File: src/rtl/cal_pkg.sv
// Package: shared digit selects and BCD/calendar helper functions.
// Assumes digits hold BCD values; helpers tolerate out-of-range input.
package cal_pkg;
    localparam logic [3:0] SEL_S1  = 4'd0;
    localparam logic [3:0] SEL_S10 = 4'd1;
    localparam logic [3:0] SEL_M1  = 4'd2;
    localparam logic [3:0] SEL_M10 = 4'd3;
    localparam logic [3:0] SEL_H1  = 4'd4;
    localparam logic [3:0] SEL_H10 = 4'd5;
    localparam logic [3:0] SEL_D1  = 4'd6;
    localparam logic [3:0] SEL_D10 = 4'd7;
    localparam logic [3:0] SEL_MO1 = 4'd8;
    localparam logic [3:0] SEL_MO10 = 4'd9;
    localparam logic [3:0] SEL_Y1  = 4'd10;
    localparam logic [3:0] SEL_Y10 = 4'd11;
    localparam logic [3:0] SEL_WK  = 4'd12;

    // Two BCD digits to a binary value.
    function automatic logic [7:0] bcd2bin(input logic [3:0] hi, input logic [3:0] lo);
        return 8'(hi) * 8'd10 + 8'(lo);
    endfunction

    // Last day of a month given as binary 1..12.
    function automatic logic [7:0] month_len(input logic [7:0] mon, input logic leap);
        case (mon)
            8'd2:                    return leap ? 8'd29 : 8'd28;
            8'd4, 8'd6, 8'd9, 8'd11: return 8'd30;
            default:                 return 8'd31;
        endcase
    endfunction
endpackage

File: src/rtl/cal_prescaler.sv
// Prescaler: binary divider of the reference enable.
// Emits a one-cycle strobe each 2^DIV_BITS enables and a 64 Hz tap.
// Assumes DIV_BITS >= 7 so the 64 Hz tap exists.
module cal_prescaler #(
    parameter int DIV_BITS = 15
) (
    input  logic clk,
    input  logic rst_n,
    input  logic ref_tick,
    input  logic run,
    input  logic clear,
    output logic sec_tick,
    output logic tap64
);
    localparam int TAP_BIT = DIV_BITS - 7;

    logic [DIV_BITS-1:0] count;

    // Divider register: cleared by clear, advanced on enabled reference ticks.
    always_ff @(posedge clk) begin
        if (!rst_n || clear)
            count <= '0;
        else if (ref_tick && run)
            count <= count + 1'b1;
    end

    assign sec_tick = ref_tick && run && !clear && (&count);
    assign tap64    = count[TAP_BIT];
endmodule

File: src/rtl/cal_time_chain.sv
// Time chain: seconds, minutes and hours BCD digits.
// Handles 24/12-hour counting, the PM flag in hours-tens bit 2, and
// the round-to-minute adjust. A host write overrides the selected digit.
module cal_time_chain
    import cal_pkg::*;
(
    input  logic       clk,
    input  logic       rst_n,
    input  logic       sec_tick,
    input  logic       adj_req,
    input  logic       mode24,
    input  logic       wr_en,
    input  logic [3:0] wr_addr,
    input  logic [3:0] wr_data,
    output logic [3:0] s1,
    output logic [3:0] s10,
    output logic [3:0] m1,
    output logic [3:0] m10,
    output logic [3:0] h1,
    output logic [3:0] h10,
    output logic       c_sec,
    output logic       c_min,
    output logic       c_hr
);
    logic [3:0] n_s1, n_s10, n_m1, n_m10, n_h1, n_h10;
    logic       tens_n, pm_n;

    // Next-state of all time digits plus stage carries.
    always_comb begin
        n_s1 = s1; n_s10 = s10; n_m1 = m1; n_m10 = m10; n_h1 = h1; n_h10 = h10;
        c_sec = 1'b0; c_min = 1'b0; c_hr = 1'b0;
        tens_n = h10[0]; pm_n = h10[2];
        if (adj_req) begin
            n_s1 = 4'd0; n_s10 = 4'd0;
            c_sec = (s10 >= 4'd3);
        end else if (sec_tick) begin
            if (s1 >= 4'd9) begin
                n_s1 = 4'd0;
                if (s10 >= 4'd5) begin n_s10 = 4'd0; c_sec = 1'b1; end
                else n_s10 = s10 + 4'd1;
            end else n_s1 = s1 + 4'd1;
        end
        if (c_sec) begin
            if (m1 >= 4'd9) begin
                n_m1 = 4'd0;
                if (m10 >= 4'd5) begin n_m10 = 4'd0; c_min = 1'b1; end
                else n_m10 = m10 + 4'd1;
            end else n_m1 = m1 + 4'd1;
        end
        if (c_min) begin
            if (mode24) begin
                if (h10[1:0] >= 2'd2 && h1 >= 4'd3) begin
                    n_h1 = 4'd0; n_h10 = 4'd0; c_hr = 1'b1;
                end else if (h1 >= 4'd9) begin
                    n_h1 = 4'd0; n_h10 = h10 + 4'd1;
                end else n_h1 = h1 + 4'd1;
            end else begin
                if (h10[0] && h1 >= 4'd2) begin
                    n_h1 = 4'd1; tens_n = 1'b0;
                end else if (h10[0] && h1 == 4'd1) begin
                    n_h1 = 4'd2; pm_n = !h10[2]; c_hr = h10[2];
                end else if (h1 >= 4'd9) begin
                    n_h1 = 4'd0; tens_n = 1'b1;
                end else n_h1 = h1 + 4'd1;
                n_h10 = {1'b0, pm_n, 1'b0, tens_n};
            end
        end
        if (wr_en) begin
            case (wr_addr)
                SEL_S1:  n_s1  = wr_data;
                SEL_S10: n_s10 = wr_data;
                SEL_M1:  n_m1  = wr_data;
                SEL_M10: n_m10 = wr_data;
                SEL_H1:  n_h1  = wr_data;
                SEL_H10: n_h10 = wr_data;
                default: ;
            endcase
        end
    end

    // Time digit registers.
    always_ff @(posedge clk) begin
        if (!rst_n) begin
            s1 <= '0; s10 <= '0; m1 <= '0; m10 <= '0; h1 <= '0; h10 <= '0;
        end else begin
            s1 <= n_s1; s10 <= n_s10; m1 <= n_m1; m10 <= n_m10; h1 <= n_h1; h10 <= n_h10;
        end
    end
endmodule

File: src/rtl/cal_date_chain.sv
// Date chain: day, month, year and weekday digits.
// Advances on the hour-stage carry, using month length and a
// divisible-by-four leap rule. A host write overrides the selected digit.
module cal_date_chain
    import cal_pkg::*;
(
    input  logic       clk,
    input  logic       rst_n,
    input  logic       inc_day,
    input  logic       wr_en,
    input  logic [3:0] wr_addr,
    input  logic [3:0] wr_data,
    output logic [3:0] d1,
    output logic [3:0] d10,
    output logic [3:0] mo1,
    output logic [3:0] mo10,
    output logic [3:0] y1,
    output logic [3:0] y10,
    output logic [3:0] wk
);
    logic [3:0] n_d1, n_d10, n_mo1, n_mo10, n_y1, n_y10, n_wk;
    logic [7:0] day_b, mon_b, yr_b;
    logic       leap, inc_mon, inc_yr;

    assign day_b = bcd2bin(d10, d1);
    assign mon_b = bcd2bin(mo10, mo1);
    assign yr_b  = bcd2bin(y10, y1);
    assign leap  = (yr_b[1:0] == 2'b00);

    // Next-state of all date digits.
    always_comb begin
        n_d1 = d1; n_d10 = d10; n_mo1 = mo1; n_mo10 = mo10;
        n_y1 = y1; n_y10 = y10; n_wk = wk;
        inc_mon = 1'b0; inc_yr = 1'b0;
        if (inc_day) begin
            n_wk = (wk >= 4'd6) ? 4'd0 : wk + 4'd1;
            if (day_b >= month_len(mon_b, leap)) begin
                n_d1 = 4'd1; n_d10 = 4'd0; inc_mon = 1'b1;
            end else if (d1 >= 4'd9) begin
                n_d1 = 4'd0; n_d10 = d10 + 4'd1;
            end else n_d1 = d1 + 4'd1;
        end
        if (inc_mon) begin
            if (mon_b >= 8'd12) begin
                n_mo1 = 4'd1; n_mo10 = 4'd0; inc_yr = 1'b1;
            end else if (mo1 >= 4'd9) begin
                n_mo1 = 4'd0; n_mo10 = mo10 + 4'd1;
            end else n_mo1 = mo1 + 4'd1;
        end
        if (inc_yr) begin
            if (yr_b >= 8'd99) begin
                n_y1 = 4'd0; n_y10 = 4'd0;
            end else if (y1 >= 4'd9) begin
                n_y1 = 4'd0; n_y10 = y10 + 4'd1;
            end else n_y1 = y1 + 4'd1;
        end
        if (wr_en) begin
            case (wr_addr)
                SEL_D1:   n_d1   = wr_data;
                SEL_D10:  n_d10  = wr_data;
                SEL_MO1:  n_mo1  = wr_data;
                SEL_MO10: n_mo10 = wr_data;
                SEL_Y1:   n_y1   = wr_data;
                SEL_Y10:  n_y10  = wr_data;
                SEL_WK:   n_wk   = wr_data;
                default: ;
            endcase
        end
    end

    // Date digit registers; reset to day 01, month 01, year 00, weekday 0.
    always_ff @(posedge clk) begin
        if (!rst_n) begin
            d1 <= 4'd1; d10 <= '0; mo1 <= 4'd1; mo10 <= '0; y1 <= '0; y10 <= '0; wk <= '0;
        end else begin
            d1 <= n_d1; d10 <= n_d10; mo1 <= n_mo1; mo10 <= n_mo10;
            y1 <= n_y1; y10 <= n_y10; wk <= n_wk;
        end
    end
endmodule

File: src/rtl/bcd_calendar_core.sv
// Top: BCD calendar timekeeping chain.
// Joins the prescaler, time chain and date chain, latches the hour mode
// while reset_req is high, registers the carry pulses and muxes digit reads.
module bcd_calendar_core
    import cal_pkg::*;
#(
    parameter int DIV_BITS = 15
) (
    input  logic       clk,
    input  logic       rst_n,
    input  logic       ref_tick,
    input  logic       stop_req,
    input  logic       reset_req,
    input  logic       mode24_sel,
    input  logic       adj30_req,
    input  logic       wr_en,
    input  logic [3:0] wr_addr,
    input  logic [3:0] wr_data,
    input  logic [3:0] rd_addr,
    output logic [3:0] rd_data,
    output logic       sec_carry,
    output logic       min_carry,
    output logic       hour_carry,
    output logic       std_pulse
);
    logic       sec_tick, run, mode_q;
    logic       c_sec, c_min, c_hr;
    logic [3:0] s1, s10, m1, m10, h1, h10;
    logic [3:0] d1, d10, mo1, mo10, y1, y10, wk;

    assign run = !stop_req && !reset_req;

    cal_prescaler #(.DIV_BITS(DIV_BITS)) u_pre (
        .clk(clk), .rst_n(rst_n), .ref_tick(ref_tick), .run(run),
        .clear(reset_req), .sec_tick(sec_tick), .tap64(std_pulse)
    );

    cal_time_chain u_time (
        .clk(clk), .rst_n(rst_n), .sec_tick(sec_tick), .adj_req(adj30_req),
        .mode24(mode_q), .wr_en(wr_en), .wr_addr(wr_addr), .wr_data(wr_data),
        .s1(s1), .s10(s10), .m1(m1), .m10(m10), .h1(h1), .h10(h10),
        .c_sec(c_sec), .c_min(c_min), .c_hr(c_hr)
    );

    cal_date_chain u_date (
        .clk(clk), .rst_n(rst_n), .inc_day(c_hr), .wr_en(wr_en),
        .wr_addr(wr_addr), .wr_data(wr_data),
        .d1(d1), .d10(d10), .mo1(mo1), .mo10(mo10), .y1(y1), .y10(y10), .wk(wk)
    );

    // Hour mode latch: only follows the select while reset_req is high.
    always_ff @(posedge clk) begin
        if (!rst_n)         mode_q <= 1'b1;
        else if (reset_req) mode_q <= mode24_sel;
    end

    // Carry pulse registers, aligned with the digit update.
    always_ff @(posedge clk) begin
        if (!rst_n) begin
            sec_carry <= 1'b0; min_carry <= 1'b0; hour_carry <= 1'b0;
        end else begin
            sec_carry <= c_sec; min_carry <= c_min; hour_carry <= c_hr;
        end
    end

    // Digit read multiplexer.
    always_comb begin
        case (rd_addr)
            SEL_S1:   rd_data = s1;
            SEL_S10:  rd_data = s10;
            SEL_M1:   rd_data = m1;
            SEL_M10:  rd_data = m10;
            SEL_H1:   rd_data = h1;
            SEL_H10:  rd_data = h10;
            SEL_D1:   rd_data = d1;
            SEL_D10:  rd_data = d10;
            SEL_MO1:  rd_data = mo1;
            SEL_MO10: rd_data = mo10;
            SEL_Y1:   rd_data = y1;
            SEL_Y10:  rd_data = y10;
            SEL_WK:   rd_data = wk;
            default:  rd_data = 4'd0;
        endcase
    end
endmodule

File: config.mk
export PLATFORM = sky130hd
export DESIGN_NAME = bcd_calendar_core
export DESIGN_NICKNAME = d
export VERILOG_FILES = /design/src/rtl/cal_pkg.sv /design/src/rtl/cal_prescaler.sv /design/src/rtl/cal_time_chain.sv /design/src/rtl/cal_date_chain.sv /design/src/rtl/bcd_calendar_core.sv
export SDC_FILE = /design/constraint.sdc
export NUM_CORES = 1
export LEC_CHECK = 0
export BUFFER_PORTS_ARGS = -buffer_cell sky130_fd_sc_hd__buf_2
export CORE_MARGIN = 1.5
export CORE_UTILIZATION = 38
export DETAILED_ROUTE_END_ITERATION = 10
export GPL_TIMING_DRIVEN = 0
export HOLD_SLACK_MARGIN = 0.12
export SETUP_SLACK_MARGIN = 0.02
export SLEW_MARGIN = 10
export SYNTH_ARGS = -nofsm -noshare
export SYNTH_HDL_FRONTEND = slang
export SYNTH_SLANG_ARGS = --single-unit
File: constraint.sdc
create_clock -name clk -period 8.9 [get_ports clk]
set_input_delay 1.78 -clock clk [delete_from_list [all_inputs] [get_ports clk]]
set_output_delay 1.78 -clock clk [all_outputs]
set_load 0.05 [all_outputs]
==> impl_metrics.py, run 1 <==
metrics = {
    "detailed_routing": {
        "routed_wirelength_um": 17800,
        "detailedRoute.firstIterationViolations": 602,
        "postRouteAntennaNets": 0,
        "wl_per_cell_um": 18.8,
        "drcViolationCount": 1,
        "vias": 5741,
        "viasPerCell": 6.05,
        "dr.pass1.iters": 8,
    },
    "synth": {
        "synthTopCellsByArea": "dfxtp_1 25%, ha_1 13%, o21ai_0 4.6%",
        "synth_top_area_frac": 0.246,
        "synth.area.mux_share": 0.0238,
        "yosys.area_share.simple": 0.237,
        "synth_seq_cells": 71,
        "async_reset_ff_frac": 0,
        "synth_area_leader_cell": "dfxtp_1",
        "syn_area_per_cell_sq_um": 7.96,
        "synth_top_family_by_area": "compound AO/OA/AOI/OAI gates",
        "yosysSeqAreaShare": 0.246,
        "synth_edf_count": 0,
        "netlist_area_sq_mm": 0.00578,
        "synth_xor_area_frac": 0.0439,
        "synth_flop_cell": "dfxtp_1",
        "ys_warn_count": 0,
        "ys_types": 76,
        "synth-compound-area-share": 0.256,
        "synth_nets": 810,
        "synth_commonest_cells": "71 x dfxtp_1, 69 x nor2_1, 58 x ha_1",
        "yosysMostFrequentCell": "dfxtp_1",
        "synth_cells": 726,
        "synth-adder-area-share": 0.146,
    },
    "setup_path": {
        "criticalPathCategory": "input pin to primary output",
        "cp-endpoint": "rd_data[3]",
        "cp_max_fo": 10,
        "critPathCaptureType": "primary output",
        "startpoint_type": "input pin",
        "r2r_cells": 17,
        "required_ns": 7.12,
        "timing.rr.start": "u_date.mo10[1]",
        "ff2ff_setup_slack_ns": 4.04,
        "crit_start": "rd_addr[2]",
        "reg2reg_to": "u_date.mo1[0]",
        "cp.arrival_ns": 3.68,
    },
    "power": {
        "power_density_mw_per_mm2": 131,
        "p_leak_nw": 2.66,
        "total_power_mw": 0.849,
        "peakVddDrop_mv": 0.112,
    },
    "cells_and_area": {
        "n_fill_cell": 1439,
        "final_nets": 844,
        "instances_no_fill": 949,
        "drive_above_1_share": 0.0784,
        "diodes": 0,
        "area_delta_synth_final_pct": 12.1,
    },
    "clock_network": {
        "clock_latency_ns": 0.35,
        "cts_resized": 0,
        "cts.sinks": 71,
        "numCtsBuffers": 9,
        "clockRootBuffer": "clkbuf_16",
        "clk_path_buf_depth": 2,
        "clkTransAtPathRegs_ns": 0.05,
        "ctsHoldBuffers": 0,
        "cts_setup_buffers": 0,
        "h-tree-depth": 3,
        "cts_tree": "yes",
    },
    "place": {
        "port_buffers": 23,
        "place_ws_ns": 3.47,
        "gp_congestion": 0.922,
        "place_inst": 933,
        "hpwl_um": 13600,
    },
    "global_routing": {
        "globalRoute.totalOverflow": 0,
        "grt_pass1_vias": 5566,
        "track_usage": 0.229,
        "grt_pass1_wl_um": 28700,
        "grt_max_degree": 13,
        "grt_antenna_before_repair": 0,
    },
    "worst_hold_path": {
        "hold_path_class": "register to register",
    },
    "timing": {
        "finClkSkew_ns": 0.00557,
        "rsz0062_at_grt": "no",
        "tightest_slew_ns": 0.850,
        "fmax_ghz": 0.183,
        "drv_slew": 0,
        "hold_viol": 0,
        "finalCritPeriodShare": 0.614,
        "slew_headroom": 0.434,
        "setup_tns_ns": 0,
        "holdWs_ns": 0.520,
        "postLayoutSetupSlackWorst_ns": 3.44,
        "min_period_ns": 5.46,
        "setup_viol": 0,
    },
    "die": {
        "io-pin-count": 28,
        "core_area_sq_mm": 0.0147,
        "placementRows": 44,
        "start_util": 0.393,
        "die-area_sq_mm": 0.0160,
        "die_h_um": 126,
        "dieWidth_um": 126,
    },
    "flow_run": {
        "drv_cap": 0,
    },
    "status": {
        "violations": "design-rule violations",
        "status": "finished with violations",
    },
}
-- power breakdown --
part | leakage [nW] | switching [mW] | total (mW) | internal, mW
clock network | 0.176 | 0.143 | 0.432 | 0.289
registers | 0.574 | 0.00954 | 0.332 | 0.323
logic | 1.91 | 0.0575 | 0.0848 | 0.0274
-- placed cells by master, fill, tap and decap left out, types with 7 or more instances in the layout --
cell type | synthesis | layout
o211ai_1 | 8 | 8
nor2b_1 | 16 | 16
nor2_1 | 69 | 69
o31ai_1 | 10 | 10
or3_1 | 7 | 7
clkbuf_1 | 25 | 25
a21oi_1 | 38 | 38
a22oi_1 | 11 | 11
a31oi_1 | 14 | 14
nor4_1 | 8 | 8
a211oi_1 | 8 | 8
a21o_1 | 14 | 14
and3_1 | 13 | 13
o21ai_0 | 53 | 53
nand2_1 | 50 | 50
xnor2_1 | 14 | 14
inv_1 | 40 | 40
clkbuf_16 | 0 | 9
buf_2 | 2 | 25
xor2_1 | 15 | 15
dfxtp_1 | 71 | 71
nand3_1 | 32 | 32
ha_1 | 58 | 58
nand2b_1 | 8 | 8
nor3_1 | 20 | 20
mux2i_1 | 7 | 7
nand4_1 | 10 | 10
-- cell type report --
| type | count | area [sq um] | area share |
|---|---|---|---|
| inverters | 41 | 154 | 0.0237 |
| repair buffers | 23 | 115 | 0.0178 |
| multi-input cells | 584 | 4090 | 0.630 |
| clock inverters | 5 | 104 | 0.0160 |
| flip-flops and latches | 71 | 1420 | 0.219 |
| well taps | 184 | 230 | 0.0355 |
| plain buffers | 30 | 119 | 0.0183 |
| clock buffers | 11 | 253 | 0.0390 |
-- per-layer routing --
metal	vias up	part of all wire	routed length, um	track usage
met5	-	0	0	0
met4	0	0.031	559	0.106
met3	36	0.067	1200	0.0493
met2	201	0.44	7910	0.363
met1	2738	0.46	8170	0.299
li1	2766	-	-	-
-- critical path: stages --
cell and delay, ns:
buf_2 0.11, clkbuf_1 0.43, mux4_2 0.57, a21o_1 0.19, o21ai_0 0.17, o211ai_1 0.17
buf_2 0.26
-- per-stage QoR --
| stage | util | area (sq um) |
|---|---|---|
| floorplan | - | 5780 |
| finish | 0.441 | 6480 |
| CTS | 0.441 | 6480 |
| global placement | 0.417 | 6130 |
| detailed placement | 0.417 | 6130 |
| global route | 0.441 | 6480 |
-- state kept, by name (all words and copies together) (netlist names) --
| name | cells |
|---|---|
| u_time.m10 | 4 |
| u_date.wk | 4 |
| u_date.d10 | 4 |
| u_date.y10 | 4 |
| mode_q | 1 |
| u_date.y1 | 4 |
| u_time.m1 | 4 |
| u_time.h10 | 4 |
| sec_carry | 1 |
| u_time.s1 | 4 |
| u_date.d1 | 4 |
| min_carry | 1 |
| u_date.mo1 | 4 |
| u_time.h1 | 4 |
| u_pre.count | 15 |
| u_time.s10 | 4 |
| u_date.mo10 | 4 |
| hour_carry | 1 |
-- kinds of logic after synthesis --
family / count (synthesis)
xor gates and xnor gates: 29
AOI/OAI and AO/OA: 215
buffers and inverters: 71
DFF: 71
and+or+nand+nor: 265
muxes: 11
adders and majority gates: 64
-- worst min path at each step --
| stage | start | endpoint | slack, ns | cells after the start |
|---|---|---|---|---|
| detailed placement | u_date.wk[3] | u_date.wk[3] | 0.51 | 2 |
| CTS | u_date.wk[3] | u_date.wk[3] | 0.52 | 2 |
| global placement | u_pre.count[11] | u_pre.count[11] | 0.49 | 2 |
| finish | u_pre.count[6] | u_pre.count[6] | 0.52 | 2 |
| global route | u_pre.count[6] | u_pre.count[6] | 0.55 | 2 |
| floorplan | u_date.wk[3] | u_date.wk[3] | 0.45 | 2 |
No activity file was read; power rests on OpenSTA's default activity.
==> inputs of run 2 (changes only) <==
--- a/config.mk
+++ b/config.mk
@@ -5,6 +5,7 @@
 export SDC_FILE = /design/constraint.sdc
 export NUM_CORES = 1
 export LEC_CHECK = 0
+export ABC_AREA = 1
 export BUFFER_PORTS_ARGS = -buffer_cell sky130_fd_sc_hd__buf_2
 export CORE_MARGIN = 1.5
 export CORE_UTILIZATION = 38
==> constraint.sdc (replaced) <==
create_clock -name clk -period 5.1 [get_ports clk]
set_input_delay 1.02 -clock clk [delete_from_list [all_inputs] [get_ports clk]]
set_output_delay 1.02 -clock clk [all_outputs]
set_load 0.05 [all_outputs]
==> run 2 against run 1 <==
Effect of this change:
- the flow now finishes without violations
- total power is 73% higher
- setup slack worse by 2.8 ns
- clock power is 74% higher
- core utilization is 0.64 points lower
- critical path type is now register to register
- highest routed layer unchanged
==> impl_metrics.py, run 2 <==
metrics = {
    "cells_and_area": {
        "layout_commonest_cell": "nand2_1",
        "design_area_sq_mm": 0.00656,
        "area_delta_synth_final_pct": 12.3,
        "drive_above_1_share": 0.0662,
        "regMostFlops": "u_pre.count",
        "diodes": 0,
        "largest_reg_flops": 15,
        "most-common-layout-cells": "169 x nand2_1, 166 x inv_1, 100 x nor2_1",
        "n_fill_cell": 1629,
        "final_nets": 1015,
    },
    "synth": {
        "synth_edf_count": 0,
        "synth_top_area_frac": 0.243,
        "synth_commonest_cells": "169 x nand2_1, 166 x inv_1, 100 x nor2_1",
        "async_reset_ff_frac": 0,
        "synth_seq_cells": 71,
        "synthTopCellsByArea": "dfxtp_1 24%, ha_1 12%, nand2_1 11%",
        "netlist_area_sq_mm": 0.00584,
        "yosysMostFrequentCell": "nand2_1",
        "ys_warn_count": 0,
        "syn_area_per_cell_sq_um": 6.53,
        "ys_types": 42,
        "synth_nets": 978,
        "synth_flop_cell": "dfxtp_1",
        "synth_area_leader_cell": "dfxtp_1",
        "synth_cells": 894,
        "yosysSeqAreaShare": 0.243,
    },
    "power": {
        "power_density_mw_per_mm2": 224,
        "p_leak_nw": 3.07,
        "peakVddDrop_mv": 0.218,
    },
    "detailed_routing": {
        "vias": 5745,
        "routed_wirelength_um": 15900,
        "detailedRoute.firstIterationViolations": 336,
        "postRouteAntennaNets": 0,
        "drcViolationCount": 0,
        "viasPerCell": 5.11,
        "dr.pass1.iters": 6,
        "wl_per_cell_um": 14.2,
    },
    "clock_network": {
        "cts_tree": "yes",
        "numCtsBuffers": 9,
        "ctsHoldBuffers": 0,
        "clock_latency_ns": 0.35,
        "cts_setup_buffers": 0,
        "clkTransAtPathRegs_ns": 0.06,
        "clk_path_buf_depth": 2,
        "h-tree-depth": 3,
        "cts_resized": 0,
        "cts.sinks": 71,
        "clockRootBuffer": "clkbuf_16",
    },
    "place": {
        "gp_congestion": 0.951,
        "port_buffers": 26,
        "place_area_sq_mm": 0.00621,
        "hpwl_um": 12400,
    },
    "timing": {
        "min_period_ns": 4.46,
        "slew_headroom": 0.405,
        "rsz0062_at_grt": "no",
        "finalCritPeriodShare": 0.875,
        "finClkSkew_ns": 0.0130,
        "tightest_slew_ns": 0.885,
        "fmax_ghz": 0.224,
        "drv_slew": 0,
        "setup_tns_ns": 0,
        "setup_viol": 0,
        "hold_viol": 0,
    },
    "setup_path": {
        "slowest_delay_ns": 0.49,
        "required_ns": 5.31,
        "cp_max_fo": 6,
        "worst_path_max_delay_cell": "dfxtp_1",
        "critPathCaptureType": "register",
        "crit_start": "u_date.mo10[1]",
        "timing.rr.start": "u_date.mo10[1]",
        "reg2reg_to": "u_date.d1[0]",
        "ff2ff_setup_slack_ns": 0.64,
        "crit_top_cell": "nand2_1",
        "criticalPathCategory": "register to register",
        "cp-endpoint": "u_date.d1[0]",
        "r2r_cells": 28,
        "startpoint_type": "register",
        "cp.arrival_ns": 4.67,
    },
    "global_routing": {
        "track_usage": 0.209,
        "grt_max_degree": 14,
        "grt_pass1_vias": 5364,
        "grt_pass1_wl_um": 26700,
        "grt_antenna_before_repair": 0,
        "globalRoute.totalOverflow": 0,
    },
    "die": {
        "die_h_um": 127,
        "placementRows": 45,
        "die-area_sq_mm": 0.0161,
        "io-pin-count": 28,
        "core_area_sq_mm": 0.0151,
        "dieWidth_um": 127,
        "start_util": 0.387,
    },
    "flow_run": {
        "drv_cap": 0,
    },
    "worst_hold_path": {
        "hold_path_class": "register to register",
    },
    "status": {
        "status": "complete, no violations",
    },
}
[run 2: cell count changes after synthesis, sizes merged, moves of 11 or more]
| cell | change |
|---|---|
| a21o | -14 |
| a21oi | +25 |
| a31oi | -11 |
| and3 | -14 |
| clkbuf | -12 |
| inv | +125 |
| nand2 | +123 |
| nand3 | +13 |
| nor2 | +36 |
| nor2b | -16 |
| o21ai | +14 |
[run 2: how the worst min path moves through the flow]
stage / start / endpoint / cells after the start
3_3_place_gp: u_pre.count[13] / u_pre.count[13] / 2
4_1_cts: u_pre.count[13] / u_pre.count[13] / 2
5_1_grt: u_pre.count[12] / u_pre.count[12] / 1
2_1_floorplan: u_pre.count[11] / u_pre.count[11] / 2
3_5_place_dp: u_pre.count[11] / u_pre.count[11] / 2
6_report: u_pre.count[13] / u_pre.count[13] / 2
[run 2: stage by stage]
step | power (mW) | utilization | hold WS (ns) | instances | setup WS [ns]
after floorplan | 0.679 | - | 0.442 | 894 | 1.38
after global placement | 0.726 | 0.411 | 0.459 | 1108 | 0.585
after detailed placement | 0.727 | 0.411 | 0.465 | 1108 | 0.579
after CTS | 1.48 | 0.435 | 0.476 | 1124 | 0.564
after global routing | 1.52 | 0.435 | 0.499 | 1124 | 0.106
final | 1.47 | 0.435 | 0.470 | 1124 | 0.636
[run 2: area by class of cell]
class | instances | area (sq um) | share of cell area
repair buffers | 26 | 130 | 0.0198
plain buffers | 15 | 67.6 | 0.0103
clock inverters | 6 | 115 | 0.0175
clock buffers | 10 | 239 | 0.0364
multi-input cells | 642 | 3730 | 0.568
well taps | 188 | 235 | 0.0359
inverters | 166 | 623 | 0.0950
flip-flops and latches | 71 | 1420 | 0.217
[run 2: power by group]
group	internal [mW]	switching [mW]	total (mW)
logic	0.0426	0.0955	0.138
registers	0.564	0.0135	0.578
clock network	0.495	0.257	0.752
[run 2: cell families after synthesis]
family,count (synthesis),synth area share
buf+inv,181,0.118
fa+ha+maj,64,0.145
compound gates,194,0.195
simple gates,366,0.272
xor+xnor,18,0.0270
flops,71,0.243
[run 2: metal layers]
metal | track usage | wire, um
met5 | 0 | 0
met4 | 0.0668 | 295
met3 | 0.0402 | 788
met2 | 0.356 | 7430
met1 | 0.267 | 7420
[run 2: worst max-delay path, delay by kind of cell (launching register included)]
family	cells	cell delay (ns)
buffers and inverters	4	0.24
DFF	1	0.49
xor gates and xnor gates	2	0.39
and+or+nand+nor	14	1.52
adders and majority gates	4	1.15
AOI/OAI and AO/OA	4	0.54
==> inputs of run 3 (changes only) <==
--- a/config.mk
+++ b/config.mk
@@ -8,10 +8,11 @@
 export ABC_AREA = 1
 export BUFFER_PORTS_ARGS = -buffer_cell sky130_fd_sc_hd__buf_2
 export CORE_MARGIN = 1.5
-export CORE_UTILIZATION = 38
+export CORE_UTILIZATION = 28
 export DETAILED_ROUTE_END_ITERATION = 10
 export GPL_TIMING_DRIVEN = 0
 export HOLD_SLACK_MARGIN = 0.12
+export RECOVER_POWER = 100
 export SETUP_SLACK_MARGIN = 0.02
 export SLEW_MARGIN = 10
 export SYNTH_ARGS = -nofsm -noshare
==> run 3 against run 2 <==
Effect of this change:
- sequential power about the same
- highest routed layer unchanged
- non-clock buffer count unchanged
- core utilization decreased by 11 points
- setup slack got worse by 0.015 ns
- clock power decreased by 22%
- cell area decreased by 0.65%
- wire length increased by 1.2%
- clock skew decreased by 0.0073 ns
- via count decreased by 0.54%
- die area increased by 35%
- register-to-register slack got worse by 0.02 ns
==> impl_metrics.py, run 3 (same netlist as run 2, synthesis figures left out) <==
metrics = {
    "status": {
        "status": "complete, no violations",
    },
    "clock_network": {
        "numCtsBuffers": 9,
        "cts_tree": "yes",
        "cts.sinks": 71,
        "clkTransAtPathRegs_ns": 0.06,
        "clk_path_buf_depth": 2,
        "cts_setup_buffers": 0,
        "clock_latency_ns": 0.34,
        "h-tree-depth": 3,
        "cts_resized": 0,
        "clockRootBuffer": "clkbuf_16",
        "ctsHoldBuffers": 0,
    },
    "setup_path": {
        "reg2reg_to": "u_date.d10[2]",
        "critPathCaptureType": "register",
        "cp_max_fo": 10,
        "r2r_cells": 28,
        "crit_start": "u_date.mo10[1]",
        "slowest_delay_ns": 0.47,
        "required_ns": 5.36,
        "timing.rr.start": "u_date.mo10[1]",
        "crit_top_cell": "nand2_1",
        "path_buf_inv": 4,
        "worst_path_max_delay_cell": "dfxtp_1",
        "cp.arrival_ns": 4.74,
        "path_delay_family": "simple AND/OR/NAND/NOR gates",
        "criticalPathCategory": "register to register",
        "ff2ff_setup_slack_ns": 0.62,
        "startpoint_type": "register",
    },
    "global_routing": {
        "globalRoute.totalOverflow": 0,
        "grt_pass1_vias": 5243,
        "grt_pass1_wl_um": 26300,
        "grt_antenna_before_repair": 0,
        "grt_max_degree": 13,
        "track_usage": 0.152,
    },
    "cells_and_area": {
        "diodes": 0,
        "largest_reg_flops": 15,
        "drive_above_1_share": 0.0459,
        "final_nets": 1015,
        "most-common-layout-cells": "173 x nand2_1, 166 x inv_1, 103 x nor2_1",
        "layout_commonest_cell": "nand2_1",
        "regMostFlops": "u_pre.count",
        "final_util": 0.320,
        "area_delta_synth_final_pct": 11.6,
    },
    "timing": {
        "finClkSkew_ns": 0.00564,
        "hold_viol": 0,
        "tightest_slew_ns": 0.886,
        "rsz0062_at_grt": "no",
        "setup_tns_ns": 0,
        "setup_viol": 0,
        "min_period_ns": 4.48,
        "postLayoutSetupSlackWorst_ns": 0.620,
        "finalCritPeriodShare": 0.878,
        "fmax_ghz": 0.223,
        "slew_headroom": 0.405,
        "drv_slew": 0,
    },
    "die": {
        "die-area_sq_mm": 0.0217,
        "core_area_sq_mm": 0.0204,
        "io-pin-count": 28,
        "placementRows": 52,
        "dieWidth_um": 147,
        "die_h_um": 147,
        "start_util": 0.287,
    },
    "power": {
        "swShare": 0.274,
        "combPwrFrac": 0.105,
        "seq_power_share": 0.443,
        "peakVddDrop_mv": 0.176,
        "intPower_mw": 0.946,
        "p_clk_frac": 0.452,
        "p_leak_nw": 3.00,
        "power.switching_mw": 0.358,
        "power_density_mw_per_mm2": 200,
    },
    "detailed_routing": {
        "vias": 5714,
        "drcViolationCount": 0,
        "detailedRoute.firstIterationViolations": 440,
        "postRouteAntennaNets": 0,
        "viasPerCell": 4.74,
        "wl_per_cell_um": 13.4,
        "routed_wirelength_um": 16100,
        "dr.pass1.iters": 5,
    },
    "worst_hold_path": {
        "hp-start": "u_pre.count[13]",
        "min_path_cells": 2,
        "min_to": "u_pre.count[13]",
        "hold_path_class": "register to register",
    },
    "place": {
        "hpwl_um": 12500,
        "port_buffers": 26,
        "gp_congestion": 0.882,
        "place_ws_ns": 0.443,
    },
    "flow_run": {
        "drv_cap": 0,
    },
}
[run 3: cell count changes in the layout (fill, tap and decap cells not counted), moves of 4 or more]
cell,change
clkinv_2,+4
nand2_1,+4
clkbuf_1,+9
buf_2,-8
[run 3: worst register-to-register path: cells and delay by family, from the launching register on]
kind | cells | cell delay (ns)
AO/OA/AOI/OAI | 3 | 0.42
adder cells (fa/ha/maj) | 4 | 1.16
buffers and inverters | 4 | 0.39
AND/OR/NAND/NOR | 15 | 1.59
flip-flops | 1 | 0.47
XOR/XNOR | 2 | 0.39
[run 3: final cells by class]
type	instances	area, sq um
multi-input combinational	642	3680
inverter	166	623
timing repair buffer	26	120
clock buffer	10	239
clock inverter	6	36.3
buffer	15	63.8
sequential	71	1420
tap	270	338
fill	2298	13800
[run 3: worst max-delay path by stage]
stage | end | slack (ns) | depth (start not counted)
2_1_floorplan | u_date.d1[0] | 1.38 | 28
3_3_place_gp | u_date.d1[0] | 0.48 | 28
3_5_place_dp | u_date.d1[0] | 0.44 | 28
4_1_cts | u_date.d1[0] | 0.41 | 28
5_1_grt | u_date.y1[1] | 0.12 | 29
6_report | u_date.d10[2] | 0.62 | 28
[run 3: power groups by stage]
stage / registers (mW) / logic, mW / clock network [mW]
floorplan: 0.586 / 0.0929 / 0
global placement: 0.590 / 0.136 / 0
detailed placement: 0.590 / 0.137 / 0
CTS: 0.577 / 0.138 / 0.604
global route: 0.579 / 0.155 / 0.626
finish: 0.578 / 0.136 / 0.590
[run 3: through the flow]
| stage | cells | hold WS [ns] | instance area, sq um | total power [mW] |
|---|---|---|---|---|
| after CTS | 1206 | 0.479 | 6580 | 1.32 |
| after global placement | 1190 | 0.457 | 6310 | 0.726 |
| after global routing | 1206 | 0.505 | 6520 | 1.36 |
| after detailed placement | 1190 | 0.469 | 6310 | 0.727 |
| final | 1206 | 0.472 | 6520 | 1.30 |
| after floorplan | 894 | 0.442 | 5840 | 0.679 |
[run 3: metal layers]
layer | global-route usage | up-vias | wire length, um
li1 | - | 3006 | -
met1 | 0.190 | 2581 | 7590
met2 | 0.263 | 103 | 7540
met3 | 0.0278 | 24 | 646
met4 | 0.0515 | 0 | 346
met5 | 0 | - | 0
